**src/rtl/uart_rx_fifo_pkg.sv**
```systemverilog
package uart_rx_fifo_pkg;

    // Occupancy classes tracked by the status state machine
    typedef enum logic [1:0] {
        OCC_EMPTY   = 2'd0,
        OCC_PARTIAL = 2'd1,
        OCC_BRIMFUL = 2'd2
    } occ_state_t;

endpackage

```
**src/rtl/rxf_store.sv**
```systemverilog
module rxf_store #(
    parameter int DATA_W = 8,
    parameter int DEPTH  = 16,
    localparam int PTR_W = $clog2(DEPTH)
) (
    input  logic              clk,
    input  logic              wr_en,
    input  logic [PTR_W-1:0]  wr_addr,
    input  logic [DATA_W-1:0] wr_data,
    input  logic [PTR_W-1:0]  rd_addr,
    output logic [DATA_W-1:0] rd_data
);

    logic [DATA_W-1:0] slots [DEPTH];

    always_ff @(posedge clk) begin
        if (wr_en) begin
            slots[wr_addr] <= wr_data;
        end
    end

    assign rd_data = slots[rd_addr];

endmodule

```
**src/rtl/rxf_ptr_ctrl.sv**
```systemverilog
module rxf_ptr_ctrl #(
    parameter int DEPTH  = 16,
    localparam int PTR_W = $clog2(DEPTH),
    localparam int CNT_W = $clog2(DEPTH + 1)
) (
    input  logic             clk,
    input  logic             rst_n,
    input  logic             fifo_en,
    input  logic             push_valid,
    input  logic             pop_req,
    output logic             push_ready,
    output logic             push_fire,
    output logic             pop_take,
    output logic [PTR_W-1:0] rd_ptr,
    output logic [PTR_W-1:0] wr_ptr,
    output logic [CNT_W-1:0] cnt_q,
    output logic [CNT_W-1:0] cnt_after_pop,
    output logic [CNT_W-1:0] cnt_next
);

    localparam int SUM_W = CNT_W + 1;
    localparam logic [CNT_W-1:0] DEPTH_C  = CNT_W'(DEPTH);
    localparam logic [CNT_W-1:0] SINGLE_C = CNT_W'(1);
    localparam logic [PTR_W-1:0] LAST_P   = PTR_W'(DEPTH - 1);

    logic [SUM_W-1:0] slot_sum;
    logic [PTR_W-1:0] rd_ptr_d;

    // Usable depth depends on the line-control buffering bit
    assign push_ready = fifo_en ? (cnt_q < DEPTH_C) : (cnt_q < SINGLE_C);
    assign push_fire  = push_valid && push_ready;
    assign pop_take   = pop_req && (cnt_q != '0);

    // Read is applied first, then the push
    assign cnt_after_pop = cnt_q - CNT_W'(pop_take);
    assign cnt_next      = cnt_after_pop + CNT_W'(push_fire);

    // Write slot is pointer plus count, modulo the storage depth
    assign slot_sum = SUM_W'(rd_ptr) + SUM_W'(cnt_q);
    assign wr_ptr   = (slot_sum >= SUM_W'(DEPTH)) ? PTR_W'(slot_sum - SUM_W'(DEPTH))
                                                  : PTR_W'(slot_sum);

    always_comb begin
        rd_ptr_d = rd_ptr;
        if (pop_take) begin
            rd_ptr_d = (rd_ptr == LAST_P) ? '0 : rd_ptr + PTR_W'(1);
        end
    end

    always_ff @(posedge clk) begin
        if (!rst_n) begin
            rd_ptr <= '0;
            cnt_q  <= '0;
        end else begin
            rd_ptr <= rd_ptr_d;
            cnt_q  <= cnt_next;
        end
    end

endmodule

```
**src/rtl/rxf_flags.sv**
```systemverilog
module rxf_flags
    import uart_rx_fifo_pkg::*;
#(
    parameter int DEPTH      = 16,
    parameter int TRIG_LEVEL = 1,
    localparam int CNT_W     = $clog2(DEPTH + 1)
) (
    input  logic             clk,
    input  logic             rst_n,
    input  logic             pop_req,
    input  logic             push_fire,
    input  logic             full_on_each_push,
    input  logic [CNT_W-1:0] cnt_after_pop,
    input  logic [CNT_W-1:0] cnt_next,
    output logic             rx_empty,
    output logic             rx_full,
    output logic             rx_irq_raw
);

    localparam logic [CNT_W-1:0] DEPTH_C = CNT_W'(DEPTH);
    localparam logic [CNT_W-1:0] TRIG_C  = CNT_W'(TRIG_LEVEL);
    localparam logic [CNT_W-1:0] TRIG_M1 = CNT_W'(TRIG_LEVEL - 1);

    occ_state_t state_q, state_d;
    logic       full_q, full_d;
    logic       irq_q, irq_d;

    // Next-state selection for the occupancy machine
    always_comb begin
        state_d = state_q;
        unique case (state_q)
            OCC_EMPTY: begin
                if (push_fire) begin                    // FIRST_ARRIVAL
                    state_d = (cnt_next == DEPTH_C) ? OCC_BRIMFUL : OCC_PARTIAL;
                end
            end
            OCC_PARTIAL: begin
                if (cnt_next == '0) begin               // LAST_DRAINED
                    state_d = OCC_EMPTY;
                end else if (cnt_next == DEPTH_C) begin // TOP_REACHED
                    state_d = OCC_BRIMFUL;
                end
            end
            OCC_BRIMFUL: begin
                if (cnt_next != DEPTH_C) begin          // SPACE_OPENED
                    state_d = OCC_PARTIAL;
                end
            end
            default: state_d = OCC_EMPTY;
        endcase
    end

    // Flag updates: read effects first, push effects override
    always_comb begin
        full_d = full_q;
        irq_d  = irq_q;
        if (pop_req) begin
            full_d = 1'b0;
            if (cnt_after_pop == TRIG_M1) begin
                irq_d = 1'b0;
            end
        end
        if (push_fire) begin
            if ((cnt_next == DEPTH_C) || full_on_each_push) begin
                full_d = 1'b1;
            end
            if (cnt_next == TRIG_C) begin
                irq_d = 1'b1;
            end
        end
    end

    // State register process
    always_ff @(posedge clk) begin
        if (!rst_n) begin
            state_q <= OCC_EMPTY;
            full_q  <= 1'b0;
            irq_q   <= 1'b0;
        end else begin
            state_q <= state_d;
            full_q  <= full_d;
            irq_q   <= irq_d;
        end
    end

    // Output process
    always_comb begin
        rx_empty   = (state_q == OCC_EMPTY);
        rx_full    = full_q;
        rx_irq_raw = irq_q;
    end

endmodule

```
**src/rtl/uart_rx_fifo.sv**
```systemverilog
module uart_rx_fifo #(
    parameter int DATA_W     = 8,
    parameter int DEPTH      = 16,
    parameter int TRIG_LEVEL = 1
) (
    input  logic              clk,
    input  logic              rst_n,
    input  logic              fifo_mode_en,
    input  logic              full_on_each_push,
    input  logic              push_valid,
    input  logic [DATA_W-1:0] push_data,
    output logic              push_ready,
    input  logic              host_rd,
    output logic [DATA_W-1:0] rd_data,
    output logic              rx_empty,
    output logic              rx_full,
    output logic              rx_irq_raw
);

    localparam int PTR_W = $clog2(DEPTH);
    localparam int CNT_W = $clog2(DEPTH + 1);

    logic             push_fire;
    logic             pop_take;
    logic [PTR_W-1:0] rd_ptr;
    logic [PTR_W-1:0] wr_ptr;
    logic [CNT_W-1:0] cnt_q;
    logic [CNT_W-1:0] cnt_after_pop;
    logic [CNT_W-1:0] cnt_next;

    rxf_ptr_ctrl #(.DEPTH(DEPTH)) ptr_i (
        .clk           (clk),
        .rst_n         (rst_n),
        .fifo_en       (fifo_mode_en),
        .push_valid    (push_valid),
        .pop_req       (host_rd),
        .push_ready    (push_ready),
        .push_fire     (push_fire),
        .pop_take      (pop_take),
        .rd_ptr        (rd_ptr),
        .wr_ptr        (wr_ptr),
        .cnt_q         (cnt_q),
        .cnt_after_pop (cnt_after_pop),
        .cnt_next      (cnt_next)
    );

    rxf_store #(.DATA_W(DATA_W), .DEPTH(DEPTH)) store_i (
        .clk     (clk),
        .wr_en   (push_fire),
        .wr_addr (wr_ptr),
        .wr_data (push_data),
        .rd_addr (rd_ptr),
        .rd_data (rd_data)
    );

    rxf_flags #(.DEPTH(DEPTH), .TRIG_LEVEL(TRIG_LEVEL)) flags_i (
        .clk               (clk),
        .rst_n             (rst_n),
        .pop_req           (host_rd),
        .push_fire         (push_fire),
        .full_on_each_push (full_on_each_push),
        .cnt_after_pop     (cnt_after_pop),
        .cnt_next          (cnt_next),
        .rx_empty          (rx_empty),
        .rx_full           (rx_full),
        .rx_irq_raw        (rx_irq_raw)
    );

endmodule

```
**config.mk**
```make
export PLATFORM = sky130hd
export DESIGN_NAME = uart_rx_fifo
export DESIGN_NICKNAME = d
export VERILOG_FILES = /design/src/rtl/uart_rx_fifo_pkg.sv /design/src/rtl/rxf_store.sv /design/src/rtl/rxf_ptr_ctrl.sv /design/src/rtl/rxf_flags.sv /design/src/rtl/uart_rx_fifo.sv
export SDC_FILE = /design/constraint.sdc
export NUM_CORES = 1
export LEC_CHECK = 0
export ABC_AREA = 1
export BUFFER_PORTS_ARGS = -buffer_cell sky130_fd_sc_hd__buf_2
export CORE_MARGIN = 10
export CORE_UTILIZATION = 50
export CTS_CLUSTER_SIZE = 10
export DETAILED_ROUTE_END_ITERATION = 12
export GPL_TIMING_DRIVEN = 1
export PLACE_DENSITY = 0.7
export SLEW_MARGIN = 30
export SYNTH_ARGS = -nofsm -noshare
export SYNTH_HDL_FRONTEND = slang
export SYNTH_SLANG_ARGS = --single-unit
```
**constraint.sdc**
```tcl
create_clock -name clk -period 2.1 [get_ports clk]
set_input_delay 0.42 -clock clk [delete_from_list [all_inputs] [get_ports clk]]
set_output_delay 0.42 -clock clk [all_outputs]
set_load 0.03 [all_outputs]
```
==> impl_metrics.csv, run 1 <==
group,metric,value,unit
clock_tree,cts_tree,"yes",
timing,maxSlewHeadroom,71.5,%
timing,setup_viol,13,
detailed_routing,via_count,4288,
worst_setup_path,reg2reg_from,"ptr_i.cnt_q[1]$_SDFF_PN0_",
timing,period_minus_slack,2320,ps
worst_setup_path,crit_required,1680,ps
detailed_routing,wl,15.8,mm
synthesis,ys_warn_count,0,
pwr,cellLeakagePower,3.04,nW
timing,max_freq,0.430,GHz
grt,grt_pass1_vias,4336,
clock_tree,cts_buffers,17,
cells_and_area,multi_input_area,0.00191,mm²
pwr,ir_drop,1.09,mV
worst_setup_path,worst-path-max-fanout,6,
run_status,status,"finished with violations",
synthesis,synth.area.top_cells,"edfxtp_1, dfxtp_1, mux2i_1",
place,dp.cells,715,
run,max-cap-violations,0,
synthesis,syn_inst,500,
synthesis,synth_cell_type_count,34,
timing,fin_worst_skew,7.90,ps
detailed_routing,drtIter0Drc,462,
clock_tree,clkSinkCount,145,
place,io_buffers,25,
cells_and_area,fillerInstances,849,
timing,whs,337,ps
die,dieHeight,131,µm
clock_tree,cts_root_buffer,"clkbuf_16",
place,routabilityCongestion,0.842,
die,dieArea,0.0173,mm²
synthesis,yosysTopAreaCell,"edfxtp_1",
detailed_routing,postRouteAntennaNets,0,
timing,worst_slew_pin_slew,427,ps
clock_tree,htreeDepth,4,
hold_path,hold_path.class,"input port to flip-flop",
detailed_routing,viasPerCell,5.54,
grt,grt.total_usage,17.8,%
pwr,power_density,1460,mW/mm²
cells_and_area,regArea,0.00419,mm²
die,io_pins,26,
synthesis,syn-num-nets,523,
synthesis,syn_area,0.00621,mm²
die,dieWidth,131,µm
synthesis,ys_seq_area_share,67.4,%
run_status,violations,"setup timing",
cells_and_area,instances_no_fill,774,
worst_setup_path,worstSetupEndpointType,"output pin",
detailed_routing,wl_per_cell,20.4,µm
hold_path,min_from,"rst_n",
timing,finalCritPeriodShare,111,%
grt,grt_pass1_wl,23.7,mm
detailed_routing,drtPass1Iterations,5,
pwr,finalPower,11.9,mW
cells_and_area,nets,616,
cells_and_area,antenna_cells,0,
cells_and_area,drive_gt1_share,31.8,%
die,num_rows,40,
clock_tree,cts_buffer_depth,2,
synthesis,synth_seq_cells,145,
worst_setup_path,startpoint_type,"flip-flop",
synthesis,avgSynthCellArea,12.4,µm²
worst_setup_path,arrival,1900,ps
worst_setup_path,criticalPathCategory,"flip-flop to output pin",
cells_and_area,area_growth,30.7,%
die,start_util,51.3,%
die,design.core.area,0.0121,mm²
grt,grt-ovfl-total,0,
clock_tree,insertion_delay,420,ps
clock_tree,clk_pin_slew_worst_paths,60,ps
timing,hold_violations,0,
timing,worst_slack,-224,ps
place,hpwl,9.03,mm
timing,rsz0062_at_grt,"true",
timing,drv_slew,0,
grt,antenna_found_initial,0,
detailed_routing,drc,0,
grt,grt_max_degree,33,
synthesis,synth_top_area_share,61.9,%
## final timing paths
check | end | slack, ps | cells after the start
max | rd_data[5] | -220 | 7
min | flags_i.state_q[0]$_SDFFE_PN0P_ | 340 | 3
min reg2reg | flags_i.rx_full$_SDFF_PN0_ | 490 | 2
max reg2reg | flags_i.state_q[1]$_SDFFE_PN0P_ | -80 | 18
## what timing repair did
item | CTS | global route
endpoints found under the setup margin | 11 | 137
pin swaps | 32 | 34
setup buffers | 13 | 7
cloned | 4 | 3
hold buffers | 0 | 0
resized for setup | 58 | 52
## synth_stat cells
cell      number
or2_2          1
buf_4          1
dfxtp_1       17
xnor2_1        2
buf_1          2
nor2_4         1
xor2_1         2
nand4_1        2
nand3_2        2
xor2_4         1
nand2_4        3
nor3_1         1
o311ai_0       1
inv_1         60
clkbuf_1      11
nand3_4        1
edfxtp_1     128
nor2_1        34
o21ai_0       40
buf_2          6
inv_2          2
buf_6          2
nand2_1       42
nand3_1       17
a21oi_1       36
o21bai_1       1
nand2_2        7
nor2_2         1
ha_1           8
mux2i_1       32
a21oi_2        1
o21ai_1        2
o211ai_1      32
fa_1           1
## registers in the layout, summed over array words and instances (netlist names), named ones only
| name | count |
|---|---|
| flags_i.rx_irq_raw | 1 |
| flags_i.state_q | 2 |
| ptr_i.rd_ptr | 4 |
| ptr_i.cnt_q | 5 |
| store_i.slots | 128 |
| flags_i.rx_full | 1 |
## through the flow
step | TNS (ps) | utilization (%) | instance area [µm²] | setup slack [ps]
floorplan | -129 | - | 6280 | -76.5
global route | -4280 | 67.0 | 8120 | -294
global placement | 0 | 56.8 | 6880 | 11.9
CTS | -1300 | 64.5 | 7810 | -205
finish | -1650 | 67.0 | 8120 | -224
detailed placement | -167 | 56.8 | 6880 | -65.9
## cell usage in the layout, fill, tap and decap left out, types with 4 or more instances in the layout
| master | Yosys | final |
|---|---|---|
| edfxtp_1 | 128 | 128 |
| inv_1 | 60 | 56 |
| buf_4 | 1 | 45 |
| nand2_1 | 42 | 32 |
| o211ai_1 | 32 | 32 |
| mux2i_1 | 32 | 28 |
| a21oi_1 | 36 | 27 |
| o21ai_1 | 2 | 25 |
| nor2_1 | 34 | 24 |
| clkbuf_16 | 0 | 20 |
| buf_2 | 6 | 17 |
| buf_6 | 2 | 17 |
| nand2_2 | 7 | 16 |
| o21ai_0 | 40 | 16 |
| nand3_1 | 17 | 15 |
| dfxtp_1 | 17 | 13 |
| a21oi_2 | 1 | 9 |
| nor2_2 | 1 | 7 |
| nor2_4 | 1 | 5 |
| ha_4 | 0 | 5 |
| buf_16 | 0 | 5 |
| buf_12 | 0 | 5 |
| inv_2 | 2 | 4 |
| mux2i_2 | 0 | 4 |
| nand2_4 | 3 | 4 |
| nand3_2 | 2 | 4 |
| buf_8 | 0 | 4 |
## area by class of cell
type,instances,area share (%)
clock inverters,12,1.74
clock buffers,20,5.38
inverters,62,2.93
well taps,168,2.59
repair buffers,96,12.2
multi-input cells,271,23.5
flip-flops and latches,145,51.7
## critical path, stage by stage, from the launching register on
cell and delay, ps:
dfxtp_4 360, buf_8 140, buf_12 130, mux2i_2 150
o211ai_1 270, nand3_1 170, nand2_2 120, buf_6 140
## per-layer routing
layer  GRT usage, %  wire length [µm]
met1           21.3              6380
met2           30.2              8240
met3           4.84               828
met4           6.12               339
met5              0                 0
## power breakdown
part           switching, mW  internal, mW  leakage [nW]
logic                   2.86          2.35          1.46
registers              0.154          3.52          1.30
clock network           1.13          1.85         0.280
total                   4.15          7.72          3.04
## kinds of logic after synthesis
kind of cell             Yosys count  share of synthesized area (%)
flip-flops                       145                           67.4
AO/OA/AOI/OAI                    113                           10.6
AND/OR/NAND/NOR                  112                           8.48
buffers and inverters             84                           5.50
multiplexers                      32                           5.16
adder cells (fa/ha/maj)            9                           1.93
XOR/XNOR                           5                           1.01
Power figures use the tool's default switching activity.
==> inputs of run 2 (changes only) <==
Settings changed: BUFFER_PORTS_ARGS -buffer_cell sky130_fd_sc_hd__buf_2 to default, DONT_BUFFER_PORTS from default to 1, PLACE_DENSITY 0.7 to 0.69.
==> impl_metrics.csv, run 2 (synthesis gave the netlist of run 1 again) <==
group,metric,value,unit
run_status,status,"finished with violations",
run_status,violations,"setup timing",
clock_tree,clkSinkCount,145,
grt,grt_max_degree,33,
worst_setup_path,worst-path-max-fanout,11,
clock_tree,cts_root_buffer,"clkbuf_16",
cells_and_area,fillerInstances,870,
grt,grt_pass1_wl,22.2,mm
grt,grt_use_met3,4.34,%
detailed_routing,wl,14.4,mm
clock_tree,insertion_delay,430,ps
worst_setup_path,crit_required,1680,ps
timing,setup_viol,12,
cells_and_area,nets,586,
cells_and_area,mostFrequentLayoutCell,"edfxtp_1",
detailed_routing,via_count,4062,
timing,finalCritPeriodShare,111,%
die,dieHeight,131,µm
timing,rsz0062_at_grt,"true",
cells_and_area,layout_common_cells,"edfxtp_1, inv_1, buf_4",
grt,grt_busiest_layer,"met2",
pwr,power_density,1480,mW/mm²
place,hpwl,8.67,mm
die,start_util,51.3,%
detailed_routing,drtPass1Iterations,5,
grt,grt_pass1_vias,4069,
detailed_routing,viasPerCell,5.46,
pwr,cellLeakagePower,2.91,nW
clock_tree,cts_buffer_depth,2,
timing,worst_slack,-235,ps
cells_and_area,drive_gt1_share,29.2,%
cells_and_area,largestRegisters,"store_i.slots x128, ptr_i.cnt_q x5, ptr_i.rd_ptr x4",
clock_tree,cts_buffers,17,
grt,grt.total_usage,16.7,%
clock_tree,htreeDepth,4,
timing,maxSlewHeadroom,77.2,%
grt,gr-usage-met2,28.0,%
grt,grt-ovfl-total,0,
run,max-cap-violations,0,
timing,finalSetupTns,-1670,ps
grt,antenna_found_initial,0,
die,dieWidth,131,µm
cells_and_area,largest_reg_flops,128,
timing,drv_slew,0,
cells_and_area,antenna_cells,0,
worst_setup_path,crit_top_cell,"buf_12",
place,place_ws,-100,ps
worst_setup_path,cp_slowest_cell,"dfxtp_4",
worst_setup_path,max_stage_delay,400,ps
place,io_buffers,0,
place,routabilityCongestion,0.831,
cells_and_area,top_register,"store_i.slots",
worst_setup_path,crit_chain,"buf_8 > buf_12 > mux2i_4 > o21ai_2 > o211ai_1 > nand2_2 > buf_12",
pwr,ir_drop,0.882,mV
cells_and_area,area_growth,28.2,%
worst_setup_path,startpoint_type,"flip-flop",
grt,use_met1,19.7,%
timing,hold_violations,0,
worst_setup_path,arrival,1910,ps
detailed_routing,wl_per_cell,19.4,µm
worst_setup_path,worstSetupEndpointType,"output pin",
detailed_routing,postRouteAntennaNets,0,
detailed_routing,drc,0,
clock_tree,clk_pin_slew_worst_paths,60,ps
worst_setup_path,criticalPathCategory,"flip-flop to output pin",
clock_tree,hold_buffers,0,
die,io_pins,26,
clock_tree,cts_tree,"yes",
die,num_rows,40,
timing,worst_slew_pin_slew,342,ps
timing,period_minus_slack,2330,ps
die,design.core.area,0.0121,mm²
timing,fin_worst_skew,6.34,ps
hold_path,hold_path.class,"input port to flip-flop",
timing,max_freq,0.428,GHz
die,dieArea,0.0173,mm²
detailed_routing,drtIter0Drc,392,
[run 2: changes by cell type in the layout (fill, tap and decap cells not counted), sizes merged]
| cell | change |
|---|---|
| buf | -29 |
| clkbuf | -2 |
| clkinv | -2 |
| clkinvlp | +2 |
| bufinv | +1 |
[run 2: critical path: cells and delay by family (launching register included)]
family,cells,cell delay (ps)
DFF,1,400
AOI/OAI and AO/OA,2,280
buffers and inverters,3,440
and+or+nand+nor,1,110
muxes,1,250
[run 2: timing repair]
action                     in CTS  in global routing
gates resized for setup        34                 46
setup buffers                   6                  7
gates cloned                    4                  2
pin swaps                      18                 33
setup endpoints to repair      11                139
[run 2: path summary, 6_finish.rpt]
path,from,end,slack [ps],cells after the start
worst max-delay path,flip-flop,rd_data[4],-230,7
worst min register to register,ptr_i.rd_ptr[0]$_SDFFE_PN0N_,flip-flop,540,2
worst min-delay path,push_data[5],store_i.slots[7][5]$_DFFE_PP_,80,0
worst max register to register,ptr_i.cnt_q[2]$_SDFF_PN0_,flags_i.state_q[1]$_SDFFE_PN0P_,-60,16
[run 2: report_power, final]
group          switching, mW  leakage, nW  total, mW  internal [mW]
Sequential             0.188         1.30       3.70           3.52
Clock                   1.16        0.299       3.17           2.02
Combinational           2.68         1.31       4.94           2.26
[run 2: area by class of cell]
type | count | area, µm² | share of cell area, %
clock buffer | 19 | 443 | 5.56
sequential | 145 | 4190 | 52.7
inverter | 62 | 240 | 3.02
tap | 168 | 210 | 2.64
timing repair buffer | 66 | 773 | 9.71
multi-input combinational | 271 | 1910 | 24.0
clock inverter | 13 | 188 | 2.36
[run 2: through the flow]
stage | util [%] | hold WS [ps] | instance area [µm²] | instances | power, mW
2_1_floorplan | - | 470 | 6280 | 500 | 6.33
3_3_place_gp | 56.5 | 504 | 6840 | 693 | 7.61
3_5_place_dp | 56.5 | 510 | 6840 | 693 | 7.71
4_1_cts | 63.7 | 75.8 | 7710 | 735 | 11.4
5_1_grt | 65.7 | 70.4 | 7960 | 744 | 12.4
6_report | 65.7 | 84.5 | 7960 | 744 | 11.8
[run 2: metal layers]
layer / wire (µm) / vias to the layer above
li1: - / 1909
met1: 5670 / 1977
met2: 7330 / 143
met3: 1060 / 33
met4: 393 / 0
met5: 0 / -
